### src/rtl/axi2lite_bridge.sv
module axi2lite_bridge #(
  parameter int ADDR_W = 32,
  parameter int DATA_W = 32,
  parameter int ID_W   = 4
) (
  input  logic                  clk,
  input  logic                  rst_n,
  input  logic [ID_W-1:0]       s_awid,
  input  logic [ADDR_W-1:0]     s_awaddr,
  input  logic [7:0]            s_awlen,
  input  logic [2:0]            s_awsize,
  input  logic                  s_awvalid,
  output logic                  s_awready,
  input  logic [DATA_W-1:0]     s_wdata,
  input  logic [DATA_W/8-1:0]   s_wstrb,
  input  logic                  s_wlast,
  input  logic                  s_wvalid,
  output logic                  s_wready,
  output logic [ID_W-1:0]       s_bid,
  output logic [1:0]            s_bresp,
  output logic                  s_bvalid,
  input  logic                  s_bready,
  input  logic [ID_W-1:0]       s_arid,
  input  logic [ADDR_W-1:0]     s_araddr,
  input  logic [7:0]            s_arlen,
  input  logic [2:0]            s_arsize,
  input  logic                  s_arvalid,
  output logic                  s_arready,
  output logic [ID_W-1:0]       s_rid,
  output logic [DATA_W-1:0]     s_rdata,
  output logic [1:0]            s_rresp,
  output logic                  s_rlast,
  output logic                  s_rvalid,
  input  logic                  s_rready,
  output logic [ADDR_W-1:0]     m_awaddr,
  output logic                  m_awvalid,
  input  logic                  m_awready,
  output logic [DATA_W-1:0]     m_wdata,
  output logic [DATA_W/8-1:0]   m_wstrb,
  output logic                  m_wvalid,
  input  logic                  m_wready,
  input  logic [1:0]            m_bresp,
  input  logic                  m_bvalid,
  output logic                  m_bready,
  output logic [ADDR_W-1:0]     m_araddr,
  output logic                  m_arvalid,
  input  logic                  m_arready,
  input  logic [DATA_W-1:0]     m_rdata,
  input  logic [1:0]            m_rresp,
  input  logic                  m_rvalid,
  output logic                  m_rready
);
  localparam int STRB_W = DATA_W / 8;
  localparam logic [2:0] FULL_SIZE = 3'($clog2(STRB_W));
  localparam logic [1:0] SLVERR = 2'b10;

  typedef enum logic [1:0] {RD_IDLE, RD_REQ, RD_RESP, RD_ERR} rd_t;
  typedef enum logic [2:0] {WR_IDLE, WR_DATA, WR_FWD, WR_RESP, WR_ERR} wr_t;

  rd_t               rd_st;
  logic [ID_W-1:0]   rid_q;
  logic [ADDR_W-1:0] raddr_q;
  wire ar_ok = (s_arlen == 8'd0) && (s_arsize == FULL_SIZE);

  always_ff @(posedge clk) begin
    if (!rst_n) begin
      rd_st   <= RD_IDLE;
      rid_q   <= '0;
      raddr_q <= '0;
    end else begin
      case (rd_st)
        RD_IDLE: if (s_arvalid) begin
          rid_q   <= s_arid;
          raddr_q <= s_araddr;
          rd_st   <= ar_ok ? RD_REQ : RD_ERR;
        end
        RD_REQ:  if (m_arready) rd_st <= RD_RESP;
        RD_RESP: if (m_rvalid && s_rready) rd_st <= RD_IDLE;
        default: if (s_rready) rd_st <= RD_IDLE;
      endcase
    end
  end

  assign s_arready = (rd_st == RD_IDLE);
  assign m_arvalid = (rd_st == RD_REQ);
  assign m_araddr  = raddr_q;
  assign s_rvalid  = (rd_st == RD_ERR) || (rd_st == RD_RESP && m_rvalid);
  assign m_rready  = (rd_st == RD_RESP) && s_rready;
  assign s_rdata   = (rd_st == RD_RESP) ? m_rdata : '0;
  assign s_rresp   = (rd_st == RD_ERR) ? SLVERR : m_rresp;
  assign s_rlast   = 1'b1;
  assign s_rid     = rid_q;

  wr_t               wr_st;
  logic [ID_W-1:0]   bid_q;
  logic [ADDR_W-1:0] waddr_q;
  logic [DATA_W-1:0] wdata_q;
  logic              aw_ok_q, bad_q, aw_sent, w_sent;
  wire aw_ok    = (s_awlen == 8'd0) && (s_awsize == FULL_SIZE);
  wire beat_bad = !aw_ok_q || bad_q || (s_wstrb != {STRB_W{1'b1}});

  always_ff @(posedge clk) begin
    if (!rst_n) begin
      wr_st   <= WR_IDLE;
      bid_q   <= '0;
      waddr_q <= '0;
      wdata_q <= '0;
      aw_ok_q <= 1'b0;
      bad_q   <= 1'b0;
      aw_sent <= 1'b0;
      w_sent  <= 1'b0;
    end else begin
      case (wr_st)
        WR_IDLE: if (s_awvalid) begin
          bid_q   <= s_awid;
          waddr_q <= s_awaddr;
          aw_ok_q <= aw_ok;
          bad_q   <= 1'b0;
          aw_sent <= 1'b0;
          w_sent  <= 1'b0;
          wr_st   <= WR_DATA;
        end
        WR_DATA: if (s_wvalid) begin
          wdata_q <= s_wdata;
          if (s_wlast) wr_st <= beat_bad ? WR_ERR : WR_FWD;
          else         bad_q <= 1'b1;
        end
        WR_FWD: begin
          if (m_awvalid && m_awready) aw_sent <= 1'b1;
          if (m_wvalid && m_wready)   w_sent  <= 1'b1;
          if ((aw_sent || m_awready) && (w_sent || m_wready)) wr_st <= WR_RESP;
        end
        WR_RESP: if (m_bvalid && s_bready) wr_st <= WR_IDLE;
        default: if (s_bready) wr_st <= WR_IDLE;
      endcase
    end
  end

  assign s_awready = (wr_st == WR_IDLE);
  assign s_wready  = (wr_st == WR_DATA);
  assign m_awvalid = (wr_st == WR_FWD) && !aw_sent;
  assign m_wvalid  = (wr_st == WR_FWD) && !w_sent;
  assign m_awaddr  = waddr_q;
  assign m_wdata   = wdata_q;
  assign m_wstrb   = {STRB_W{1'b1}};
  assign s_bvalid  = (wr_st == WR_ERR) || (wr_st == WR_RESP && m_bvalid);
  assign m_bready  = (wr_st == WR_RESP) && s_bready;
  assign s_bresp   = (wr_st == WR_ERR) ? SLVERR : m_bresp;
  assign s_bid     = bid_q;


  rd_single_chk: assert property (@(posedge clk) disable iff (!rst_n)
    (s_rvalid && !s_rready) |-> !s_arready);

  wr_single_chk: assert property (@(posedge clk) disable iff (!rst_n)
    (s_bvalid && !s_bready) |-> !s_awready);

  ar_hold_chk: assert property (@(posedge clk) disable iff (!rst_n)
    (m_arvalid && !m_arready) |=> (m_arvalid && $stable(m_araddr)));

  aw_hold_chk: assert property (@(posedge clk) disable iff (!rst_n)
    (m_awvalid && !m_awready) |=> (m_awvalid && $stable(m_awaddr)));

  r_hold_chk: assert property (@(posedge clk) disable iff (!rst_n)
    (s_rvalid && !s_rready) |=> (s_rvalid && $stable(s_rid) && $stable(s_rresp)));

  b_hold_chk: assert property (@(posedge clk) disable iff (!rst_n)
    (s_bvalid && !s_bready) |=> (s_bvalid && $stable(s_bid) && $stable(s_bresp)));

  err_no_fwd_chk: assert property (@(posedge clk) disable iff (!rst_n)
    (s_rvalid && s_rresp == SLVERR && !m_rvalid) |-> !m_arvalid);
endmodule

### config.mk
export PLATFORM = sky130hd
export DESIGN_NAME = axi2lite_bridge
export DESIGN_NICKNAME = d
export VERILOG_FILES = /design/src/rtl/axi2lite_bridge.sv
export SDC_FILE = /design/constraint.sdc
export NUM_CORES = 1
export LEC_CHECK = 0
export BUFFER_PORTS_ARGS = -buffer_cell sky130_fd_sc_hd__clkbuf_2
export CAP_MARGIN = 20
export CORE_AREA = 4 4 128 130
export DETAILED_ROUTE_END_ITERATION = 12
export DIE_AREA = 0 0 132 134
export PLACE_DENSITY_LB_ADDON = 0.1
export RECOVER_POWER = 100
export SYNTH_ARGS = -nofsm -noshare
export SYNTH_HDL_FRONTEND = slang
export SYNTH_SLANG_ARGS = --single-unit
export TNS_END_PERCENT = 30
### constraint.sdc
create_clock -name clk -period 2.28 [get_ports clk]
set_clock_uncertainty 0.15 [all_clocks]
set_input_delay 0 -clock clk [delete_from_list [all_inputs] [get_ports clk]]
set_output_delay 0 -clock clk [all_outputs]
set_load 0.01 [all_outputs]
# Word-level counts from Yosys, hierarchy flattened

Index checks and enable logic that the tools add are counted.

Output and inout bits: 155
Input bits: 179
Flip-flop bits (word level): 113

Eq/ne operators: 21
Mux-type cells: 25
Reductions and logical operators: 38

Operator list:

| kind                 | count |
|---|---|
| $mux W32             | 1 |
| $mux W3              | 7 |
| $ne A2 B2 Y1 const B | 10 |
| $logic_not A8 Y1     | 2 |
| $mux W2              | 7 |
| $logic_and A1 B1 Y1  | 13 |
| $eq A3 B2 Y1 const B | 4 |
| $pmux W3 S4          | 1 |
| $reduce_and A4 Y1    | 2 |
| $logic_or A1 B1 Y1   | 6 |
| $pmux W1 S2          | 3 |
| $pmux W2 S3          | 1 |
| $reduce_and A2 Y1    | 3 |
| $reduce_and A3 Y1    | 2 |
| $reduce_and A6 Y1    | 1 |
| $mux W1              | 5 |
| $reduce_bool A5 Y1   | 1 |
| $eq A2 B2 Y1 const B | 2 |
| $ne A4 B4 Y1 const B | 1 |
| $reduce_bool A2 Y1   | 2 |
| $reduce_bool A4 Y1   | 1 |
| $eq A3 B1 Y1 const B | 1 |
| $eq A3 B3 Y1 const B | 1 |
| $logic_not A1 Y1     | 3 |
| other kinds (4)      | 4 |

# Depth between registers and ports, before layout

Gate-level depths: netlist (run 1).

Word-level depth: 7
Gate-level depth with buffers: 7
Depth with buffers taken out: 6

# Worst setup path before layout (run 1)

No wires, ideal clock.

Kind: flip-flop to flip-flop
Start point: reg rd_st[0]
End point: reg rd_st[0]
Path buffers: 0
Required time: 2.014 ns
Library setup time: 0.116 ns
Arrival: 1.566 ns
Stages on the path, launching flop included: 7
Slack: 0.448 ns
Period minus slack after synthesis: 1.832 ns
Path through: dfxtp_1 -> inv_1 -> ha_1 -> o21bai_1 -> a222oi_1 -> mux2i_1 -> nor2b_1

Cells in the longest elaborated chain, start to end: 3
Elaborated cells on any way between the ends: 9
Classes of those cells: 5 x eq/ne; 1 x mux; 3 x reduce/logical

RTL lines:

| element                                                             | RTL line | text |
|---|---|---|
| start: declaration                                                  | 60       | `rd_t rd_st;` |
| start signal: assignment                                            | 75       | `rd_st <= ar_ok ? RD_REQ : RD_ERR;` |
| $logic_not A2 Y1 *                                                  | --       |  |
| net s_arready                                                       | 28       | `output logic s_arready,` |
| $reduce_bool A4 Y1 (no line) / $ne A2 B2 Y1 (equally long branches) | --       |  |
| $reduce_and A4 Y1 (no line)                                         | --       |  |

Mark *: on every way through the listed nets, which the timed path passes. The rest lies on a longest branch.
A chain may end at the register's enable or synchronous reset.

# Final worst setup path (run 1)

Start point: reg wr_st[2]
End point: reg aw_ok_q

Cells in the longest elaborated chain, start to end: 2

RTL lines:

| element                     | RTL line | text |
|---|---|---|
| start: declaration          | 94       | `wr_t wr_st;` |
| start signal: assignment    | 125      | `if (s_wlast) wr_st <= beat_bad ? WR_ERR : WR_FWD;` |
| $logic_not A3 Y1            | 113      | `case (wr_st)` |
| $reduce_and A2 Y1 (no line) | --       |  |
| end signal: assignment      | 117      | `aw_ok_q <= aw_ok;` |
| end: declaration            | 98       | `logic aw_ok_q, bad_q, aw_sent, w_sent;` |

No other way between the ends.

==> results.toml, run 1 <==
[sta]
fin_setup_tns_ps = 0
hold_viol = 0
relSlewSlack_pct = 51.8
fmax_mhz = 488
finalSetupViolations = 0
worst_slew_pin_slew_ps = 724
period_share_pct = 90.0
drv_slew = 0
rsz0062_at_grt = "no"
period_minus_slack_ps = 2050
layout_setup_ws_ps = 229

[global_routing]
grt_antenna_before_repair = 0
track_usage_pct = 18.9
grt_max_degree = 69
grt_pass1_vias = 5592
grt-ovfl-total = 0
grt_pass1_wl_um = 27200

[logic_synthesis]
seq_area_frac_synth_pct = 47.5
synth.distinct_cells = 36
synthCells = 581
synth-edff-count = 0
ys_warn_count = 0
synth-async-reset-ratio_pct = 0
netlist_area_um2 = 4760
synth_ff_type = "dfxtp_1"
syn_avg_cell_area_um2 = 8.20
ys_seq_elements = 113

[floorplanning]
rows = 45
boundaryPins = 334
die_area_um2 = 17700
die_x_um = 132
core_area_um2 = 15100
die-height_um = 134
initial_core_util_pct = 31.4

[detailed_routing]
dr.pass1.iters = 4
drc = 0
post_drt_wl_per_cell_um = 14.2
dr.first_iter.drc_count = 179
vias = 5436
antenna_left = 0
viasPerCell = 4.46
drt_wl_total_um = 17300

[worst_setup_path]
crit_buf_inv = 2
start_kind = "register"
worstReg2RegStart = "wr_st[2]$_SDFFE_PN0P_"
end_kind = "register"
cp_cell_sequence = "nor3_4 > nand2_1 > buf_12 > nand2_1 > a21boi_0 > dlygate4sd3_1"
crit_path_top_delay_cell = "dfxtp_1"
critPathMostFrequentCell = "nand2_1"
cp_slowest_stage_delay_ps = 570
path_delay_family = "buffers and inverters"
required_ps = 2470
criticalPathCategory = "reg -> reg"
cp_max_fo = 38
cp.arrival_ps = 2250
critPathLaunch = "wr_st[2]$_SDFFE_PN0P_"

[clocking]
cts-root-buf = "clkbuf_16"
cts_sinks = 113
clkTransAtPathRegs_ps = 50
cts_tree = "done"
clockBufferDepth = 2
cts_buffers = 17
ctsHtreeMaxLevel = 4
clkLatencyLatePin_ps = 400
post_cts_buffers = 0

[worst_hold_path]
worstHoldStart = "s_wvalid"
hp-class = "in -> reg"

[power_and_ir_drop]
p_seq_share_pct = 35.8
p_comb_share_pct = 26.0
p_int_mw = 4.48
pwr_density_cell_nw_per_um2 = 790
vdd_ir_drop_max_mv = 0.521
swShare_pct = 30.4
power_frac_clock_pct = 38.2
switchingPower_mw = 1.96
p_total_mw = 6.43
p_leak_nw = 3.50

[layout]
nNetsFinal = 1205
nFillCells = 1481
area_growth_pct = 71.1
drive_gt1_share_pct = 24.2
diodes = 0

[status]
status = "completed"

[placed_design]
place_congestion = 0.792
place_ws_ps = 302
io_buffers = 328
dp_hpwl_um = 11900

[job]
cap_violations = 0
-- registers in the layout (all words and copies together) (netlist names) --
name	flops
wr_st	3
aw_sent	1
bad_q	1
rd_st	2
m_wdata	32
w_sent	1
m_awaddr	32
m_araddr	32
s_rid	4
s_bid	4
aw_ok_q	1
-- metal layers --
layer	part of all wire, %	track usage (%)
met5	0	0
met4	2.6	7.93
met3	7.7	7.24
met2	50	33.8
met1	39	19.9
-- area by class of cell --
cell class / count / area [um^2] / area share [%]
sequential: 113 / 2260 / 27.8
tap: 188 / 235 / 2.89
clock inverter: 6 / 58.8 / 0.722
timing repair buffer: 463 / 2830 / 34.7
multi-input combinational: 423 / 2260 / 27.7
inverter: 4 / 15.0 / 0.184
clock buffer: 22 / 484 / 5.94
-- kinds of logic (layout without fill, tap and decap cells) --
family	count (synthesis)	count (layout)	synth area share [%]
flip-flops	113	113	47.5
AND/OR/NAND/NOR	288	288	26.6
buffers and inverters	49	495	5.28
adder cells (fa/ha/maj)	4	4	1.05
other	1	5	0.0787
multiplexers	1	1	0.210
AO/OA/AOI/OAI	125	125	19.3
-- metrics by stage --
step | utilization [%] | cell area [um^2] | instances | hold slack, ps
6_report | 53.8 | 8150 | 1219 | 35.6
5_1_grt | 53.8 | 8150 | 1219 | 61.0
4_1_cts | 55.0 | 8330 | 1219 | 19.9
3_5_place_dp | 43.1 | 6520 | 1065 | 84.1
2_1_floorplan | - | 4780 | 585 | -45.6
3_3_place_gp | 43.1 | 6520 | 1065 | 78.3
-- final timing paths --
path | depth (start not counted) | endpoint | slack [ps]
hold reg to reg | 2 | m_wdata[28]$_SDFFE_PN0P_ | 310
setup reg to reg | 6 | aw_ok_q$_SDFFE_PN0P_ | 230
setup / recovery | 6 | aw_ok_q$_SDFFE_PN0P_ | 230
hold / removal | 5 | wr_st[0]$_SDFFE_PN0P_ | 40
-- cells in the mapped netlist (2+ instances only) --
library cell  count  area [um^2]
a21boi_0        100          751
a21boi_1          8         60.1
a21oi_1           4         20.0
a22oi_1           2         15.0
and2_1           36          225
and3_1            2         12.5
buf_2             9         45.0
buf_4             9         67.6
buf_6             3         33.8
clkbuf_1         24         90.1
dfxtp_1         113         2260
ha_1              4         50.1
inv_1             4         15.0
nand2_1         217          815
nand2b_1          2         12.5
nand3_1           2         10.0
nand4_1           3         18.8
nor2_1            6         22.5
nor2b_1           6         37.5
nor3b_1           3         22.5
nor4_1            4         25.0
o21ai_0           5         25.0
or2_2             2         12.5
-- power by group through the flow --
stage | Combinational (mW) | Sequential [mW] | Clock [mW]
floorplan | 0.828 | 2.41 | 0
global placement | 1.57 | 2.33 | 0
detailed placement | 1.60 | 2.34 | 0
CTS | 1.78 | 2.31 | 2.53
global route | 1.86 | 2.33 | 2.62
finish | 1.67 | 2.30 | 2.46
-- worst reg2reg max path, delay by kind of cell (launching register included) --
family	cells	cell delay, ps
DFF	1	570
buffers and inverters	2	780
and+or+nand+nor	3	340
AOI/OAI and AO/OA	1	150
-- placed cells by master (no fill, tap or decap), drive strengths merged --
cell type      n
a21boi       108
a21o           1
a21oi          4
a222oi         1
a22oi          2
a31o           1
and2          36
and3           2
buf            6
bufinv         1
clkbuf       353
clkinv         5
conb           5
dfxtp        113
dlygate4sd3  126
ha             4
inv            4
mux2i          1
nand2        218
nand2b         2
nand3          2
nand4          3
nor2           6
nor2b          6
nor3           1
nor3b          4
nor4           4
nor4b          1
o21a           1
o21ai          5
o21bai         1
o22ai          1
or2            2
or3b           1
-- repair_timing --
action	CTS	global route
endpoints found under the setup margin	0	4
gates resized for setup	0	3
endpoints found under the hold margin	113	0
hold buffers	126	0
(Power assumes the default switching activity.)
==> inputs of run 2 (changes only) <==
--- a/config.mk
+++ b/config.mk
@@ -7,9 +7,9 @@
 export LEC_CHECK = 0
 export BUFFER_PORTS_ARGS = -buffer_cell sky130_fd_sc_hd__clkbuf_2
 export CAP_MARGIN = 20
-export CORE_AREA = 4 4 128 130
+export CORE_AREA = 2 2 128 130
 export DETAILED_ROUTE_END_ITERATION = 12
-export DIE_AREA = 0 0 132 134
+export DIE_AREA = 0 0 130 132
 export PLACE_DENSITY_LB_ADDON = 0.1
 export RECOVER_POWER = 100
 export SYNTH_ARGS = -nofsm -noshare
==> run 2 against run 1 <==
Final area rose by 2.3%; die area fell by 3.0%; flip-flop and latch count unchanged; core utilization fell by 0.75 points; largest cell class unchanged; first-iteration DRC count fell by 27%; clock power about the same.
==> results.toml, run 2 (synthesized netlist as in run 1, its figures left out) <==
[status]
status = "completed"

[detailed_routing]
dr.pass1.iters = 4
drc = 0
antenna_left = 0
vias = 5490
drt_wl_total_um = 16800
post_drt_wl_per_cell_um = 13.3
viasPerCell = 4.35
dr.first_iter.drc_count = 131

[sta]
period_minus_slack_ps = 2190
period_share_pct = 95.8
fmax_mhz = 458
fin_setup_tns_ps = 0
finalSetupViolations = 0
rsz0062_at_grt = "yes"
hold_viol = 0
drv_slew = 0
layout_setup_ws_ps = 94.8

[layout]
area_growth_pct = 75.0
nNetsFinal = 1215
nFillCells = 1570
diodes = 0
fin_area_um2 = 8340
final_cell_mix = "clkbuf_2 (220), nand2_1 (217), dlygate4sd3_1 (137)"
final_common_cell = "clkbuf_2"
drive_gt1_share_pct = 25.6

[clocking]
cts_tree = "done"
cts_sinks = 113
clkLatencyLatePin_ps = 400
cts_buffers = 17
post_cts_buffers = 0
cts-root-buf = "clkbuf_16"
clockBufferDepth = 2
clkTransAtPathRegs_ps = 50
ctsHtreeMaxLevel = 4

[global_routing]
track_usage_pct = 18.8
grt_max_degree = 114
grt_antenna_before_repair = 0
grt_pass1_vias = 5484
grt_pass1_wl_um = 25900
grt-ovfl-total = 0

[worst_setup_path]
reg2reg_slack_ps = 140
criticalPathCategory = "in -> reg"
worstReg2RegStart = "rd_st[0]$_SDFFE_PN0P_"
cp_max_fo = 2
end_kind = "register"
rr_endpoint = "m_araddr[15]$_SDFFE_PN0P_"
cp.arrival_ps = 2320
worst_r2r_path_depth = 7
start_kind = "input port"
required_ps = 2410

[floorplanning]
rows = 46
die_area_um2 = 17200
initial_core_util_pct = 30.3
die-height_um = 132
boundaryPins = 334
die_x_um = 130
core_area_um2 = 15700

[worst_hold_path]
holdPathEnd = "m_wdata[28]$_SDFFE_PN0P_"
hp-class = "in -> reg"
worstHoldStart = "s_wvalid"
whs_path_depth = 5

[placed_design]
place_area_um2 = 6530
place_congestion = 0.781
io_buffers = 328
dp_hpwl_um = 11400
place_ws_ps = 330

[power_and_ir_drop]
p_leak_nw = 3.63
pwr_density_cell_nw_per_um2 = 779
vdd_ir_drop_max_mv = 0.595

[job]
cap_violations = 0
## run 2: cell count changes in the layout (fill, tap and decap cells not counted), sizes merged
cell / change
buf: +2
clkbuf: -7
clkinv: +5
clkinvlp: +3
dlygate4sd3: +11
## run 2: metal layers
layer,wire length (um),vias up,track usage [%]
met5,0,-,0
met4,430,0,5.97
met3,1150,29,6.45
met2,8300,203,33.8
met1,6890,2486,20.3
li1,-,2772,-
## run 2: how the worst max path moves through the flow
stage | start | endpoint | slack, ps
finish | s_wstrb[0] | wr_st[2]$_SDFFE_PN0P_ | 90
global route | rd_st[1]$_SDFFE_PN0P_ | m_araddr[3]$_SDFFE_PN0P_ | -6
CTS | wr_st[2]$_SDFFE_PN0P_ | m_awaddr[11]$_SDFFE_PN0P_ | 70
detailed placement | rd_st[0]$_SDFFE_PN0P_ | rd_st[0]$_SDFFE_PN0P_ | 330
global placement | rd_st[0]$_SDFFE_PN0P_ | rd_st[0]$_SDFFE_PN0P_ | 420
floorplan | rd_st[0]$_SDFFE_PN0P_ | rd_st[0]$_SDFFE_PN0P_ | 450
## run 2: area by class of cell
class	instances	area, um^2	area share [%]
flip-flops and latches	113	2270	27.2
inverters	4	15.0	0.180
clock inverters	14	118	1.41
repair buffers	473	2970	35.6
clock buffers	18	439	5.27
well taps	216	270	3.24
multi-input cells	423	2260	27.1
## run 2: power breakdown
group          switching (mW)  total (mW)  internal, mW  leakage, nW
Combinational           0.956        1.73         0.774         2.43
Sequential              0.119        2.30          2.18        0.926
Clock                   0.945        2.46          1.52        0.271
Total                    2.02        6.49          4.47         3.63
## run 2: through the flow
| step | cells | util [%] | total power, mW | hold WS [ps] |
|---|---|---|---|---|
| after floorplan | 585 | - | 3.24 | -45.6 |
| final | 1261 | 53.0 | 6.49 | 66.3 |
| after global routing | 1261 | 53.0 | 6.86 | 110 |
| after detailed placement | 1092 | 41.5 | 3.92 | 87.1 |
| after global placement | 1092 | 41.5 | 3.88 | 73.8 |
| after CTS | 1261 | 53.8 | 6.61 | 51.3 |
## run 2: worst max-delay path, stage by stage
cell and delay [ps]:
dlygate4sd3_1 530, clkbuf_2 100, nand4_1 90, dlygate4sd3_1 590
nor3b_1 230, nand2b_1 130, a21boi_0 80, dlygate4sd3_1 570
## run 2: what timing repair did
item | in CTS | in global routing
endpoints found under the setup margin | 0 | 7
resized for setup | 0 | 8
endpoints found under the hold margin | 113 | 0
hold buffers | 137 | 0
==> inputs of run 3 (changes only) <==
--- a/config.mk
+++ b/config.mk
@@ -10,7 +10,7 @@
 export CORE_AREA = 2 2 128 130
 export DETAILED_ROUTE_END_ITERATION = 12
 export DIE_AREA = 0 0 130 132
-export PLACE_DENSITY_LB_ADDON = 0.1
+export GPL_ROUTABILITY_DRIVEN = 1
 export RECOVER_POWER = 100
 export SYNTH_ARGS = -nofsm -noshare
 export SYNTH_HDL_FRONTEND = slang
==> run 3 against run 2 <==
Clock power hardly changed; wire length is 3.5% lower; power is 0.50% lower; register-to-register slack better by 70 ps; combinational power is 3% lower; cell count hardly changed; final area is 0.10% lower; highest routed layer unchanged.
==> results.toml, run 3 (synthesized netlist as in run 1, its figures left out) <==
[clocking]
cts_sinks = 113
clkTransAtPathRegs_ps = 50
clkLatencyLatePin_ps = 400
cts_buffers = 17
cts-root-buf = "clkbuf_16"
cts_tree = "done"
ctsHtreeMaxLevel = 4
clockBufferDepth = 2

[layout]
nNetsFinal = 1218
final_cell_mix = "nand2_1 (217), clkbuf_2 (199), dlygate4sd3_1 (137)"
register_area_um2 = 2270
final_common_cell = "nand2_1"
diodes = 0
area_growth_pct = 74.9
nFillCells = 1555
final_util_pct = 53.0
multi_input_area_um2 = 2260
drive_gt1_share_pct = 23.6

[global_routing]
track_usage_pct = 18.2
grt_pass1_wl_um = 24900
grt_antenna_before_repair = 0
grt-ovfl-total = 0
grt_max_degree = 68
grt_pass1_vias = 5180

[detailed_routing]
vias = 5424
drc = 0
viasPerCell = 4.30
dr.first_iter.drc_count = 173
dr.pass1.iters = 4
post_drt_wl_per_cell_um = 12.8
drt_wl_total_um = 16200
antenna_left = 0

[placed_design]
io_buffers = 328
place_ws_ps = 365
place_congestion = 0.773
dp_hpwl_um = 10900

[floorplanning]
core_area_um2 = 15700
initial_core_util_pct = 30.3
boundaryPins = 334
die-height_um = 132
die_x_um = 130
die_area_um2 = 17200
rows = 46

[worst_hold_path]
hp-class = "in -> reg"

[sta]
relSlewSlack_pct = 50.6
worst_slew_pin_slew_ps = 741
hold_slack_ps = 50.6
finalSetupViolations = 0
rsz0062_at_grt = "no"
hold_viol = 0
period_share_pct = 90.8
drv_slew = 0
fin_setup_tns_ps = 0
period_minus_slack_ps = 2070
fmax_mhz = 483
layout_setup_ws_ps = 209

[worst_setup_path]
required_ps = 2460
start_kind = "register"
cp.arrival_ps = 2250
criticalPathCategory = "reg -> reg"
end_kind = "register"
cp_max_fo = 37

[power_and_ir_drop]
vdd_ir_drop_max_mv = 0.423
p_leak_nw = 3.57
p_total_mw = 6.46
pwr_density_cell_nw_per_um2 = 776

[status]
status = "completed"

[job]
cap_violations = 0
run 3: report_power, final:
part	total (mW)	switching, mW	leakage [nW]	internal [mW]
logic	1.67	0.941	2.37	0.731
clock network	2.49	0.900	0.269	1.59
registers	2.30	0.113	0.926	2.18
total	6.46	1.95	3.57	4.51
run 3: metrics by stage:
step / cells / instance area (um^2)
finish: 1262 / 8330
floorplan: 585 / 4780
global placement: 1094 / 6550
CTS: 1261 / 8490
detailed placement: 1094 / 6550
global route: 1262 / 8330
run 3: worst paths after layout:
kind,start,cells after the start,to,slack (ps)
worst max-delay path,wr_st[1]$_SDFFE_PN0P_,6,aw_ok_q$_SDFFE_PN0P_,210
worst min-delay path,s_wvalid,5,wr_st[0]$_SDFFE_PN0P_,50
worst max register to register,wr_st[1]$_SDFFE_PN0P_,6,aw_ok_q$_SDFFE_PN0P_,210
worst min register to register,m_wdata[28]$_SDFFE_PN0P_,2,m_wdata[28]$_SDFFE_PN0P_,300
run 3: cell type report:
cell class              instances  share of cell area (%)
clock inverters                 9                    1.01
multi-input cells             423                    27.1
clock buffers                  21                    5.77
flip-flops and latches        113                    27.2
repair buffers                476                    35.5
inverters                       4                   0.180
well taps                     216                    3.25
run 3: metal layers:
layer | GRT usage (%) | vias to the layer above | routed length, um
met5 | 0 | - | 0
met4 | 6.69 | 0 | 346
met3 | 6.86 | 29 | 1230
met2 | 30.5 | 214 | 7730
met1 | 21.1 | 2395 | 6870
li1 | - | 2786 | -
run 3: worst max-delay path, cell delays in order, from the launching register on:
cell           delay [ps]
dfxtp_2               370
nor3_4                230
and2_1                200
buf_12                210
nand4_1               100
dlygate4sd3_1         570
a21boi_0              150
run 3: repair_timing:
item,4_1_cts,5_1_grt
endpoints found under the hold margin,113,0
buffers inserted,0,1
endpoints found under the setup margin,0,5
hold buffers,137,0
resized for setup,0,3
